--- src/rtl/wdt_pkg.sv ---
package wdt_pkg;

  // Strobes from control to datapath, valid for one clock.
  typedef struct packed {
    logic clearCnt;   // zero the cycle counter
    logic countEn;    // advance the cycle counter by one
    logic loadPulse;  // start a reset pulse
  } wdtStrobe_t;

endpackage

--- src/rtl/wdt_ctrl.sv ---
module wdt_ctrl
  import wdt_pkg::*;
#(
  parameter int ADDR_W = 8,
  parameter int DATA_W = 8,
  parameter logic [ADDR_W-1:0] SVC_ADDR = 8'hA6,
  parameter logic [DATA_W-1:0] KEY_FIRST = 8'h1E,
  parameter logic [DATA_W-1:0] KEY_SECOND = 8'hE1
) (
  input  logic              clk,
  input  logic              rstN,
  input  logic              busWrEn,
  input  logic [ADDR_W-1:0] busAddr,
  input  logic [DATA_W-1:0] busWrData,
  input  logic              cycleTick,
  input  logic              idleMode,
  input  logic              powerDown,
  input  logic              wakeLineN,
  input  logic              cfgIdleHalt,
  input  logic              cfgRstOutDis,
  input  logic              atLimit,
  output wdtStrobe_t        strobe
);

  logic armed;
  logic keyPending;
  logic wakeHold;
  logic svcWrite;
  logic keyOk;
  logic gateOpen;
  logic tickGo;
  logic overflow;

  assign svcWrite = busWrEn && (busAddr == SVC_ADDR);
  assign keyOk    = svcWrite && (busWrData == KEY_SECOND) && keyPending;
  assign gateOpen = !powerDown && !wakeHold && !(idleMode && cfgIdleHalt);
  assign tickGo   = armed && cycleTick && gateOpen;
  assign overflow = tickGo && atLimit && !keyOk;

  always_comb begin
    strobe           = '0;
    strobe.clearCnt  = keyOk || overflow;
    strobe.countEn   = tickGo && !atLimit && !keyOk;
    strobe.loadPulse = overflow && !cfgRstOutDis;
  end

  always_ff @(posedge clk or negedge rstN) begin
    if (!rstN) begin
      armed      <= 1'b0;
      keyPending <= 1'b0;
      wakeHold   <= 1'b0;
    end else begin
      if (overflow) armed <= 1'b0;
      else if (keyOk) armed <= 1'b1;

      if (overflow) keyPending <= 1'b0;
      else if (svcWrite) keyPending <= (busWrData == KEY_FIRST);

      wakeHold <= powerDown || (wakeHold && !wakeLineN);
    end
  end

  // a disarmed watchdog neither counts nor fires
  assert_quiet_disarmed_R1: assert property (@(posedge clk) disable iff (!rstN)
    !armed |-> (!strobe.countEn && !strobe.loadPulse));

  // disarming only follows a timeout
  assert_disarm_cause_R5: assert property (@(posedge clk) disable iff (!rstN)
    $fell(armed) |-> $past(tickGo && atLimit));

  // power-down and the wake hold block counting
  assert_pd_stop_R7: assert property (@(posedge clk) disable iff (!rstN)
    (powerDown || wakeHold) |-> !strobe.countEn);

  // idle pause blocks counting when selected
  assert_idle_halt_R8: assert property (@(posedge clk) disable iff (!rstN)
    (idleMode && cfgIdleHalt) |-> !strobe.countEn);

  // suppressed output never launches a pulse
  assert_rstout_dis_R9: assert property (@(posedge clk) disable iff (!rstN)
    cfgRstOutDis |-> !strobe.loadPulse);

  // a lone second key leaves the watchdog disarmed
  assert_lone_key_R10: assert property (@(posedge clk) disable iff (!rstN)
    (svcWrite && (busWrData == KEY_SECOND) && !keyPending && !armed) |=> !armed);

endmodule

--- src/rtl/wdt_datapath.sv ---
module wdt_datapath
  import wdt_pkg::*;
#(
  parameter int CNT_W = 14,
  parameter int PULSE_LEN = 98
) (
  input  logic       clk,
  input  logic       rstN,
  input  wdtStrobe_t strobe,
  output logic       atLimit,
  output logic       rstOut
);

  localparam int PULSE_W = $clog2(PULSE_LEN + 1);
  localparam logic [CNT_W-1:0] CNT_LAST = {{(CNT_W-1){1'b1}}, 1'b0};
  localparam logic [PULSE_W-1:0] PULSE_INIT = PULSE_W'(PULSE_LEN);

  logic [CNT_W-1:0]   cycleCnt;
  logic [PULSE_W-1:0] pulseCnt;

  assign atLimit = (cycleCnt == CNT_LAST);
  assign rstOut  = (pulseCnt != '0);

  always_ff @(posedge clk or negedge rstN) begin
    if (!rstN) begin
      cycleCnt <= '0;
    end else if (strobe.clearCnt) begin
      cycleCnt <= '0;
    end else if (strobe.countEn) begin
      cycleCnt <= cycleCnt + 1'b1;
    end
  end

  always_ff @(posedge clk or negedge rstN) begin
    if (!rstN) begin
      pulseCnt <= '0;
    end else if (strobe.loadPulse) begin
      pulseCnt <= PULSE_INIT;
    end else if (pulseCnt != '0) begin
      pulseCnt <= pulseCnt - 1'b1;
    end
  end

  // the counter never holds its all-ones value
  assert_cnt_range_R4: assert property (@(posedge clk) disable iff (!rstN)
    cycleCnt != {CNT_W{1'b1}});

  // a count strobe advances by exactly one
  assert_cnt_step_R4: assert property (@(posedge clk) disable iff (!rstN)
    strobe.countEn |=> (cycleCnt == $past(cycleCnt) + 1'b1));

  // a clear strobe leaves the counter at zero
  assert_cnt_clear_R3: assert property (@(posedge clk) disable iff (!rstN)
    strobe.clearCnt |=> (cycleCnt == '0));

  // pulse starts at full length
  assert_pulse_start_R6: assert property (@(posedge clk) disable iff (!rstN)
    strobe.loadPulse |=> (pulseCnt == PULSE_INIT));

  // a running pulse shortens by one per clock
  assert_pulse_step_R6: assert property (@(posedge clk) disable iff (!rstN)
    ((pulseCnt != '0) && !strobe.loadPulse) |=> (pulseCnt == $past(pulseCnt) - 1'b1));

endmodule

--- src/rtl/keyed_watchdog.sv ---
module keyed_watchdog
  import wdt_pkg::*;
#(
  parameter int ADDR_W = 8,
  parameter int DATA_W = 8,
  parameter int CNT_W = 14,
  parameter int PULSE_LEN = 98,
  parameter logic [ADDR_W-1:0] SVC_ADDR = 8'hA6,
  parameter logic [DATA_W-1:0] KEY_FIRST = 8'h1E,
  parameter logic [DATA_W-1:0] KEY_SECOND = 8'hE1
) (
  input  logic              clk,
  input  logic              rstN,
  input  logic              busWrEn,
  input  logic [ADDR_W-1:0] busAddr,
  input  logic [DATA_W-1:0] busWrData,
  input  logic              cycleTick,
  input  logic              idleMode,
  input  logic              powerDown,
  input  logic              wakeLineN,
  input  logic              cfgIdleHalt,
  input  logic              cfgRstOutDis,
  output logic              rstOut
);

  wdtStrobe_t strobe;
  logic       atLimit;

  wdt_ctrl #(
    .ADDR_W(ADDR_W), .DATA_W(DATA_W), .SVC_ADDR(SVC_ADDR),
    .KEY_FIRST(KEY_FIRST), .KEY_SECOND(KEY_SECOND)
  ) uCtrl (
    .clk(clk), .rstN(rstN), .busWrEn(busWrEn), .busAddr(busAddr),
    .busWrData(busWrData), .cycleTick(cycleTick), .idleMode(idleMode),
    .powerDown(powerDown), .wakeLineN(wakeLineN), .cfgIdleHalt(cfgIdleHalt),
    .cfgRstOutDis(cfgRstOutDis), .atLimit(atLimit), .strobe(strobe)
  );

  wdt_datapath #(
    .CNT_W(CNT_W), .PULSE_LEN(PULSE_LEN)
  ) uData (
    .clk(clk), .rstN(rstN), .strobe(strobe), .atLimit(atLimit), .rstOut(rstOut)
  );

endmodule

--- config.mk ---
export PLATFORM = sky130hd
export DESIGN_NAME = keyed_watchdog
export DESIGN_NICKNAME = d
export VERILOG_FILES = /design/src/rtl/wdt_pkg.sv /design/src/rtl/wdt_ctrl.sv /design/src/rtl/wdt_datapath.sv /design/src/rtl/keyed_watchdog.sv
export SDC_FILE = /design/constraint.sdc
export NUM_CORES = 1
export LEC_CHECK = 0
export BUFFER_PORTS_ARGS = -buffer_cell sky130_fd_sc_hd__buf_2
export CAP_MARGIN = 25
export CORE_MARGIN = 1.5
export CORE_UTILIZATION = 45
export DETAILED_ROUTE_END_ITERATION = 12
export PLACE_DENSITY = 0.67
export RECOVER_POWER = 50
export SYNTH_ARGS = -nofsm -noshare
export SYNTH_HDL_FRONTEND = slang
export SYNTH_HIERARCHICAL = 1
export SYNTH_SLANG_ARGS = --single-unit
--- constraint.sdc ---
create_clock -name clk -period 2.45 [get_ports clk]
set_input_delay 0.1225 -clock clk [delete_from_list [all_inputs] [get_ports clk]]
set_output_delay 0.1225 -clock clk [all_outputs]
set_load 0.05 [all_outputs]
## Word level (Yosys, flattened, before mapping)

Cells that the tools add are included.

| cells by class | value |
|---|---|
| eq/ne operators | 4 |
| muxes and demuxes | 8 |
| reduce and logical (&&, ||, !) cells | 28 |
| $add $sub $neg | 2 |

Operators with widths:

| operator | number |
|---|---|
| two-way mux 14 bit | 2 |
| equality test 8 bit (second input constant) | 2 |
| adder 14 x 1 -> 14 bit (second input constant) | 1 |
| equality test 14 bit (second input constant) | 1 |
| logical AND 1 bit | 14 |
| two-way mux 7 bit | 2 |
| equality test 8 x 5 -> 1 bit (second input constant) | 1 |
| nonzero test 2 bit | 4 |
| logical NOT 1 bit | 7 |
| nonzero test 7 bit | 1 |
| subtractor 7 x 1 -> 7 bit (second input constant) | 1 |
| two-way mux 1 bit | 4 |
| logical OR 1 bit | 2 |

| storage, ports and cells | value |
|---|---|
| register bits after elaboration | 24 |
| output and inout bits | 1 |
| bits of input ports | 25 |
| word-level logic and storage cells | 47 |

## Logic depth before layout (Yosys ltp)

Gate-level depths: netlist of run 1.

| logic depth | value |
|---|---|
| word-level depth | 8 |
| gate-level depth with buffers | 9 |
| depth with buffers taken out | 8 |

## By module

Netlist of run 1, hierarchy kept.

Modules (own cells, without submodules):

| module | area an instance (um2) | instances | cells an instance | seq. area each (um2) |
|---|---|---|---|---|
| wdt_datapath | 1,139.8 | 1 | 119 | 525.5 |
| wdt_ctrl | 251.5 | 1 | 24 | 75.1 |

## Worst setup path before layout of run 1

No wires, ideal clock.

| timing | value |
|---|---|
| path type | reg-to-reg |
| start | register uData.cycleCnt[5] |
| end | register uData.cycleCnt[12] |
| cell stages (with the launch flop) | 8 |
| path buffers | 2 |
| setup time | 0.125 ns |
| arrival | 2.067 ns |
| period minus slack after synthesis | 2.192 ns |
| required time | 2.325 ns |
| slack | 0.258 ns |
| cells stage by stage | dfrtp_1 nand4_1 nor4_1 a21o_1 clkbuf_1 buf_2 nor2_1 mux2_2 |

RTL lines:

| element | line | text |
|---|---|---|
| from (decl) | wdt_datapath.sv:18 | `logic [CNT_W-1:0] cycleCnt;` |
| from (signal assigned) | wdt_datapath.sv:30 | `cycleCnt <= cycleCnt + 1'b1;` |

==> reports/metrics.csv, run 1 <==
metric,value,unit
pwr-share-clk,0.322,
critPathMaxStageDelay,0.44,ns
cts_tree,yes,
cts_inserted_buffers,3,
core_area,2853,sq um
fin_crit_sh,0.9393,
intPower,505.3,uW
drc,0,
cp_cell_sequence,nand4_1 > nor4_4 > a21o_1 > o211ai_2 > nor4_1 > mux2_1,
syn_area_per_cell,9.730,sq um
place_congestion,0.8818,
area_growth,18.44,%
clk_latency,0.31,ns
power_per_cell_area,386.7,nW/um^2
clock_sinks,24,
synth_top_area_frac,0.4317,
portBuffers,25,
slowest_stage,dfrtp_1,
ys_warn_count,6,
synth_edf_count,0,
post-route-min-period,2.301,ns
htreeDepth,1,
combPwrFrac,0.053,
synth_top_cell_by_area,dfrtp_1,
place_area,1583,sq um
crit_path_max_fanout,8,
place_inst,201,
critPathKind,reg -> reg,
setup_viol,0,
overflow,0,
ys_dominant_reg_cell,dfrtp_1,
fp.dieH,58.61,um
rows,19,
cp-end-kind,flop,
dieArea,3435,sq um
io_pins,26,
p_total,637.2,uW
power.switching,131.9,uW
switching_share,0.2070,
num_vias,1200,
antenna_found_initial,0,
hold_class,in -> reg,
grt_pass1_vias,1155,
nets,204,
drt-initial-drc-count,54,
max_slew_margin,0.1275,
p_leak,0.0007171,uW
clk_pin_slew,0.14,ns
grt_max_degree,25,
cap_viol_max_count,0,
synth_nets,171,
clockBufferDepth,2,
synth.area.top_cells,"dfrtp_1 (43%), a21oi_1 (3.6%), nand4_1 (3.6%), nor4_1 (3.6%), nor2_1 (3.5%)",
finalSetupTns,0,ns
finalWirelength,2725,um
firstDrtPassIters,4,
start_util,0.4877,
grt_usage,0.1825,
worst_pin_slew,1.309,ns
syn_inst,143,
netlist_area,1391,sq um
seqPwrFrac,0.625,
required,2.66,ns
wl_per_cell,13.23,um
dp_hpwl,2123,um
drive_gt1_frac,0.2571,
fin_cells,206,
via_per_inst,5.825,
drv_slew,0,
irDropWorstVdd,216.7,uV
synth.distinct_cells,40,
clockRootBuffer,clkbuf_4,
finalHoldViolCount,0,
outcome,completed,
antenna_cells,0,
rsz0062_at_grt,false,
fin_worst_skew,0.01692,ns
synth_async_sr_flop_share,1.000,
die_w,58.61,um
arrival,2.51,ns
ant_nets,0,
critPathLaunchType,flop,
design_area,1648,sq um
ys_seq_area_frac,0.4317,
fmaxAchievable,434.5,MHz
synth_seq_cells,24,
grt_pass1_wl,4850,um
## flip-flops by register name, indices dropped and copies added, names as in the netlist
register          flops
uData/cycleCnt       14
uData/pulseCnt        7
uCtrl/armed           1
uCtrl/keyPending      1
uCtrl/wakeHold        1
## final timing paths
kind                                          startpoint                             to  slack (ns)  cells after the start
hold reg to reg                  uCtrl/armed$_DFFE_PN0P_        uCtrl/armed$_DFFE_PN0P_        0.49                      1
setup / recovery           uData/cycleCnt[5]$_DFFE_PN0P_  uData/cycleCnt[9]$_DFFE_PN0P_        0.15                      6
max in group asynchronous                           rstN  uData/cycleCnt[2]$_DFFE_PN0P_        1.07                      2
setup reg to reg           uData/cycleCnt[5]$_DFFE_PN0P_  uData/cycleCnt[9]$_DFFE_PN0P_        0.15                      6
min in group asynchronous                           rstN  uData/cycleCnt[5]$_DFFE_PN0P_        0.60                      2
hold / removal                                 powerDown       uCtrl/wakeHold$_DFF_PN0_        0.04                      2
## kinds of logic after synthesis
group / after synthesis / share of synthesized area
multiplexers: 5 / 0.04046
XOR/XNOR: 4 / 0.02518
buffers and inverters: 11 / 0.03148
flip-flops: 24 / 0.4317
AO/OA/AOI/OAI: 29 / 0.1610
adder cells (fa/ha/maj): 3 / 0.02698
AND/OR/NAND/NOR: 67 / 0.2833
## routing by layer
| layer | wire length [um] | vias to the layer above | global-route usage |
|---|---|---|---|
| li1 | - | 602 | - |
| met1 | 1231 | 561 | 0.2113 |
| met2 | 1351 | 35 | 0.3323 |
| met3 | 124 | 2 | 0.02857 |
| met4 | 17 | 0 | 0.07792 |
| met5 | 0 | - | 0 |
## metrics by stage
step | hold slack [ns] | worst slack [ns] | util
finish | 0.04171 | 0.1487 | 0.5776
global route | 0.02691 | 0.01086 | 0.5776
CTS | 0.02894 | 0.05534 | 0.5711
detailed placement | 0.1484 | 0.07841 | 0.5548
global placement | 0.1364 | 0.1707 | 0.5548
floorplan | -0.1731 | 0.2582 | -
## placed cells by master (no fill, tap or decap), drive strengths merged, types with 7 or more instances in the layout
master / instances
a21oi: 10
buf: 30
dfrtp: 24
inv: 7
nand2: 8
nand4: 8
nor2: 13
nor2b: 7
nor4: 9
## cell usage after synthesis (all sizes together) (4+ instances only)
| library cell | n |
|---|---|
| a21oi | 10 |
| dfrtp | 24 |
| inv | 7 |
| mux2 | 5 |
| nand2 | 8 |
| nand4 | 8 |
| nor2 | 13 |
| nor2b | 7 |
| nor3 | 5 |
| nor4 | 9 |
| or4 | 4 |
## worst max-delay path: cells and delay by family (launching register included)
kind               cells  cell delay [ns]
and+or+nand+nor        3             0.95
muxes                  1             0.38
DFF                    1             0.44
AOI/OAI and AO/OA      2             0.44
## layout make-up
class,instances,area (sq um)
Clock buffer,4,36.28
Fill cell,237,1205
Inverter,7,26.28
Multi-Input combinational cell,108,767.0
Sequential cell,24,600.6
Tap cell,31,38.79
Timing Repair Buffer,32,178.9
## repair_timing
action	in CTS	in global routing
buffers inserted	0	0
resized for setup	0	3
hold endpoints to repair	24	0
hold buffers	1	0
endpoints found under the setup margin	0	7
## power groups by stage
stage	registers (uW)	clock network (uW)	logic, uW
finish	398	205	33.7
global route	399	234	38.5
CTS	398	216	34.8
detailed placement	406	0	33.8
global placement	406	0	32.3
floorplan	406	0	4.16
No activity file was read; power rests on OpenSTA's default activity.
==> inputs of run 2 (changes only) <==
--- a/config.mk
+++ b/config.mk
@@ -12,6 +12,7 @@
 export DETAILED_ROUTE_END_ITERATION = 12
 export PLACE_DENSITY = 0.67
 export RECOVER_POWER = 50
+export REMOVE_ABC_BUFFERS = 1
 export SYNTH_ARGS = -nofsm -noshare
 export SYNTH_HDL_FRONTEND = slang
 export SYNTH_HIERARCHICAL = 1
==> run 2 against run 1 <==
Sequential share of layout area decreased by 0.31 points; fmax increased by 1.7%; cell count unchanged; clock skew decreased by 0.0068 ns; flip-flop and latch count unchanged; clock power increased by 42%; non-clock buffer count unchanged; register-to-register slack improved by 0.04 ns; combinational power increased by 2%; hold slack got worse by 0.014 ns; power increased by 14%; first-iteration DRC count increased by 9.3%; critical path type unchanged; largest cell class unchanged; largest power group unchanged.
==> reports/metrics.csv, run 2 (synthesized netlist as in run 1, its figures left out) <==
metric,value,unit,change
finalHoldViolCount,0,,unchanged
start_util,0.4877,,unchanged
overflow,0,,unchanged
whs_path_depth,2,,unchanged
fin_worst_skew,0.01015,ns,was 0.01692 ns
portBuffers,25,,unchanged
reg_top3,"uData/cycleCnt: 14 flops, uData/pulseCnt: 7 flops",,unchanged
cp-end-kind,flop,,unchanged
max_slew_margin,0.1451,,was 0.1275
dp_hpwl,2202,um,was 2123 um
power.switching,143.5,uW,was 131.9 uW
setup_viol,0,,unchanged
grt_usage,0.1783,,was 0.1825
grt_pass1_vias,1093,,"was 1,155"
wl_met2,1270,um,was 1351 um
top_layer,met4,,unchanged
io_pins,26,,unchanged
clk_latency,0.32,ns,was 0.31 ns
drive_gt1_frac,0.2629,,was 0.2571
critPathKind,reg -> reg,,unchanged
drt-initial-drc-count,59,,was 54
area.sequential,601.8,sq um,was 600.6 sq um
seqPwrFrac,0.551,,was 0.625
clockRootBuffer,clkbuf_4,,unchanged
wl_met3,133,um,was 124 um
grt_max_degree,25,,unchanged
reg2reg_from,uData/cycleCnt[5]$_DFFE_PN0P_,,unchanged
rsz0062_at_grt,false,,unchanged
combPwrFrac,0.048,,was 0.053
slowest_stage,dfrtp_1,,unchanged
crit_path_max_fanout,6,,was 8
fin_cells,206,,unchanged
multi_input_area,767.0,sq um,unchanged
clock_sinks,24,,unchanged
drv_slew,0,,unchanged
fin_crit_sh,0.9238,,was 0.9393
cts_inserted_buffers,3,,unchanged
wl_per_cell,13.98,um,was 13.23 um
irDropWorstVdd,410.5,uV,was 216.7 uV
largest-register,uData/cycleCnt,,unchanged
hold-path-endpoint,uCtrl/wakeHold$_DFF_PN0_,,unchanged
hp-start,powerDown,,unchanged
firstDrtPassIters,4,,unchanged
grt_pass1_wl,4774,um,was 4850 um
power_per_cell_area,434.5,nW/um^2,was 386.7 nW/um^2
intPower,580.1,uW,was 505.3 uW
via_per_inst,5.898,,was 5.825
r2r_setup_slack,0.19,ns,was 0.15 ns
critPathMaxStageDelay,0.44,ns,about the same
num_vias,1215,,"was 1,200"
cap_viol_max_count,0,,unchanged
outcome,completed,,unchanged
place_congestion,0.8039,,was 0.8818
arrival,2.47,ns,was 2.51 ns
pre_cts_slack,0.06260,ns,was 0.07841 ns
antenna_found_initial,0,,unchanged
hold_class,in -> reg,,unchanged
r2r_cells,6,,unchanged
largest_register_ffs,14,,unchanged
final_cell_mix,"buf_2 (24), dfrtp_1 (23), nor2_1 (13)",,"was buf_2 (24), dfrtp_1 (24), nor2_1 (13)"
post-route-min-period,2.263,ns,was 2.301 ns
area_growth,19.69,%,was 18.44%
dieArea,3435,sq um,unchanged
reg2reg_to,uData/cycleCnt[13]$_DFFE_PN0P_,,was uData/cycleCnt[9]$_DFFE_PN0P_
antenna_cells,0,,unchanged
drc,0,,unchanged
post_cts.repair.setup_buffers,0,,unchanged
die_w,58.61,um,unchanged
setup_ws,0.1867,ns,was 0.1487 ns
clk_pin_slew,0.14,ns,about the same
worst_pin_slew,1.282,ns,was 1.309 ns
wl_met1,1460,um,was 1231 um
fp.dieH,58.61,um,unchanged
clockBufferDepth,2,,unchanged
cts_tree,yes,,unchanged
required,2.66,ns,about the same
crit_start,uData/cycleCnt[5]$_DFFE_PN0P_,,unchanged
nFillCells,254,,was 237
nets,204,,unchanged
p_leak,0.0007224,uW,was 0.0007171 uW
critPathLaunchType,flop,,unchanged
ant_nets,0,,unchanged
finalWirelength,2880,um,was 2725 um
rows,19,,unchanged
htreeDepth,1,,unchanged
place_inst,201,,unchanged
core_area,2853,sq um,unchanged
cp_cell_sequence,nand4_1 > nor4_4 > a21o_1 > o2111ai_1 > nor4_1 > mux2_1,,was nand4_1 > nor4_4 > a21o_1 > o211ai_2 > nor4_1 > mux2_1
fmaxAchievable,441.8,MHz,was 434.5 MHz
pwr-share-clk,0.402,,was 0.322
switching_share,0.1983,,was 0.2070
layout_commonest_cell,buf_2,,
run 2: cell count changes in the layout (fill, tap and decap cells not counted):
cell,previous run,this run
bufinv_16,0,1
clkbuf_8,1,0
dfrtp_1,24,23
dfrtp_2,0,1
run 2: routing by layer:
| layer | global-route usage | up-vias |
|---|---|---|
| li1 | - | 601 |
| met5 | 0 | - |
| met1 | 0.2549 | 580 |
| met2 | 0.2793 | 32 |
| met4 | 0.02922 | 0 |
| met3 | 0.04615 | 2 |
run 2: worst max-delay path by stage:
stage                                     endpoint  slack, ns  cells past startpoint
detailed placement  uData/cycleCnt[13]$_DFFE_PN0P_       0.06                      7
global placement    uData/cycleCnt[12]$_DFFE_PN0P_       0.14                      7
finish              uData/cycleCnt[13]$_DFFE_PN0P_       0.19                      6
CTS                 uData/cycleCnt[13]$_DFFE_PN0P_       0.01                      7
floorplan           uData/cycleCnt[10]$_DFFE_PN0P_      -0.04                      6
global route        uData/cycleCnt[11]$_DFFE_PN0P_       0.03                      6
run 2: final cells by class:
class                   count  share of cell area
clock buffers               3             0.01352
clock inverters             1             0.01803
inverters                   7             0.01578
multi-input cells         108              0.4606
flip-flops and latches     24              0.3614
well taps                  31             0.02329
repair buffers             32              0.1074
run 2: metrics by stage:
stage          total power (uW)  area, sq um  hold WS (ns)    util  TNS [ns]
2_1_floorplan             410.1         1374       -0.1731       -   -0.1797
3_3_place_gp              439.1         1583        0.1414  0.5548         0
3_5_place_dp              440.6         1583        0.1436  0.5548         0
4_1_cts                   734.6         1645       0.01800  0.5768         0
5_1_grt                   746.8         1665       0.01538  0.5838         0
6_report                  723.6         1665       0.02758  0.5838         0
run 2: worst max-delay path: cells and delay by family (launching register included):
family	cells	cell delay, ns
simple gates	3	0.85
compound gates	2	0.47
flops	1	0.44
mux	1	0.37
run 2: timing repair:
item | 4_1_cts | 5_1_grt
hold endpoints to repair | 24 | 0
setup endpoints to repair | 0 | 9
resized for setup | 0 | 4
hold buffers | 1 | 0
run 2: power groups by stage:
stage / Clock (uW) / Sequential [uW] / Combinational [uW]
after floorplan: 0 / 406 / 4.16
after global placement: 0 / 406 / 33.2
after detailed placement: 0 / 406 / 34.5
after CTS: 300 / 399 / 35.8
after global routing: 309 / 399 / 39.3
final: 291 / 399 / 34.4
==> inputs of run 3 (changes only) <==
--- a/config.mk
+++ b/config.mk
@@ -7,6 +7,7 @@
 export LEC_CHECK = 0
 export BUFFER_PORTS_ARGS = -buffer_cell sky130_fd_sc_hd__buf_2
 export CAP_MARGIN = 25
+export CORE_ASPECT_RATIO = 1.75
 export CORE_MARGIN = 1.5
 export CORE_UTILIZATION = 45
 export DETAILED_ROUTE_END_ITERATION = 12
==> run 3 against run 2 <==
Clock power fell by 21%; combinational power rose by 1%; power is 8.3% lower; setup slack got worse by 0.060 ns; register-to-register slack got worse by 0.06 ns.
==> reports/metrics.csv, run 3 (synthesized netlist as in run 1, its figures left out) <==
metric,value,unit,change
outcome,completed,,unchanged
rsz0062_at_grt,false,,unchanged
r2r_setup_slack,0.13,ns,was 0.19 ns
max_slew_margin,0.1336,,was 0.1451
cp-endpoint,uData/cycleCnt[12]$_DFFE_PN0P_,,was uData/cycleCnt[13]$_DFFE_PN0P_
p_total,663.7,uW,was 723.6 uW
required,2.60,ns,was 2.66 ns
drive_gt1_frac,0.2557,,was 0.2629
reg2reg_from,uData/cycleCnt[9]$_DFFE_PN0P_,,was uData/cycleCnt[5]$_DFFE_PN0P_
cp-end-kind,flop,,unchanged
setup_viol,0,,unchanged
finalWirelength,3267,um,was 2880 um
clk_pin_slew,0.08,ns,was 0.14 ns
place_inst,200,,was 201
grt_pass1_vias,1281,,"was 1,093"
cts_inserted_buffers,3,,unchanged
io_pins,26,,unchanged
die_w,45.04,um,was 58.61 um
start_util,0.4752,,was 0.4877
dp_hpwl,2614,um,was 2202 um
fin_crit_sh,0.9482,,was 0.9238
core_area,2928,sq um,was 2853 sq um
fin_cells,204,,was 206
arrival,2.47,ns,about the same
design_area,1649,sq um,was 1665 sq um
post_cts.repair.setup_buffers,0,,unchanged
drt-initial-drc-count,47,,was 59
worst_pin_slew,1.300,ns,was 1.282 ns
via_per_inst,6.172,,was 5.898
htreeDepth,1,,unchanged
place_congestion,0.8461,,was 0.8039
nFillCells,254,,unchanged
firstDrtPassIters,4,,unchanged
largest_register_ffs,14,,unchanged
crit_path_max_fanout,8,,was 6
irDropWorstVdd,318.8,uV,was 410.5 uV
clockRootBuffer,clkbuf_8,,was clkbuf_4
critPathLaunchType,flop,,unchanged
holdWs,0.08921,ns,was 0.02758 ns
finalHoldViolCount,0,,unchanged
place_area,1594,sq um,was 1583 sq um
hp-start,powerDown,,unchanged
antenna_cells,0,,unchanged
p_leak,0.0007285,uW,was 0.0007224 uW
grt_usage,0.2106,,was 0.1783
portBuffers,25,,unchanged
r2r_cells,6,,unchanged
drv_slew,0,,unchanged
grt_max_degree,25,,unchanged
grt_pass1_wl,5451,um,was 4774 um
post-route-min-period,2.323,ns,was 2.263 ns
clock_sinks,24,,unchanged
cap_viol_max_count,0,,unchanged
clk_latency,0.27,ns,was 0.32 ns
crit_start,uData/cycleCnt[9]$_DFFE_PN0P_,,was uData/cycleCnt[5]$_DFFE_PN0P_
largest-register,uData/cycleCnt,,unchanged
cts_tree,yes,,unchanged
dieArea,3448,sq um,was 3435 sq um
num_vias,1259,,"was 1,215"
fin_worst_skew,0.002526,ns,was 0.01015 ns
reg_top3,"uData/cycleCnt: 14 flops, uData/pulseCnt: 7 flops",,unchanged
ant_nets,0,,unchanged
clockBufferDepth,2,,unchanged
reg2reg_to,uData/cycleCnt[12]$_DFFE_PN0P_,,was uData/cycleCnt[13]$_DFFE_PN0P_
nets,206,,was 204
drc,0,,unchanged
final_cell_mix,"buf_2 (24), dfrtp_1 (24), nor2_1 (13)",,"was buf_2 (24), dfrtp_1 (23), nor2_1 (13)"
power_per_cell_area,402.5,nW/um^2,was 434.5 nW/um^2
wl_per_cell,16.01,um,was 13.98 um
hold_class,in -> reg,,unchanged
overflow,0,,unchanged
antenna_found_initial,0,,unchanged
area_growth,18.53,%,was 19.69%
rows,26,,was 19
fp.dieH,76.56,um,was 58.61 um
fmaxAchievable,430.5,MHz,was 441.8 MHz
critPathKind,reg -> reg,,unchanged
-- run 3: cell types whose count changed in the layout (fill, tap and decap cells not counted) --
cell	before	now
nor4_1	7	8
bufinv_16	1	0
clkbuf_8	0	3
dfrtp_1	23	24
clkbuf_4	3	0
dfrtp_2	1	0
buf_4	6	8
nor4_4	1	0
-- run 3: report_power, final --
| group | switching (uW) | internal (uW) |
|---|---|---|
| Combinational | 17.4 | 17.4 |
| Clock | 121 | 110 |
| Sequential | 1.51 | 397 |
-- run 3: layout make-up --
| class | instances | area (sq um) | share of cell area |
|---|---|---|---|
| flip-flops and latches | 24 | 600.6 | 0.3642 |
| clock buffers | 3 | 41.29 | 0.02504 |
| inverters | 7 | 26.28 | 0.01593 |
| repair buffers | 34 | 193.9 | 0.1176 |
| multi-input cells | 108 | 752.0 | 0.4560 |
| well taps | 28 | 35.03 | 0.02124 |
-- run 3: worst min-delay path by stage --
stage / endpoint / cells after the start
6_report: uCtrl/wakeHold$_DFF_PN0_ / 2
5_1_grt: uCtrl/wakeHold$_DFF_PN0_ / 2
2_1_floorplan: uCtrl/armed$_DFFE_PN0P_ / 0
4_1_cts: uCtrl/wakeHold$_DFF_PN0_ / 2
3_5_place_dp: uData/pulseCnt[4]$_DFFE_PN0P_ / 1
3_3_place_gp: uData/cycleCnt[6]$_DFFE_PN0P_ / 1
-- run 3: routing by layer --
layer  wire length, um  vias to the layer above  track usage
li1                  -                      608            -
met1              1162                      612       0.2009
met2              1951                       31       0.4029
met3                68                        8      0.02844
met4                84                        0      0.09412
met5                 0                        -            0
-- run 3: metrics by stage --
step	setup TNS (ns)	setup slack (ns)	util
6_report	0	0.1269	0.5632
5_1_grt	0	0.01113	0.5632
4_1_cts	0	0.08689	0.5620
3_5_place_dp	0	0.1110	0.5444
3_3_place_gp	0	0.2359	0.5444
2_1_floorplan	-0.1797	-0.04377	-
-- run 3: what timing repair did --
action                                  CTS  global route
endpoints found under the hold margin    24             0
hold buffers                              1             0
resized for setup                         0             1
endpoints found under the setup margin    0             4
-- run 3: worst max-delay path: stages (launching register included) --
cell	delay (ns)
dfrtp_1	0.44
nand4_1	0.18
nor4_1	0.40
a21o_1	0.24
o211ai_2	0.20
nor4_1	0.35
mux2_2	0.39
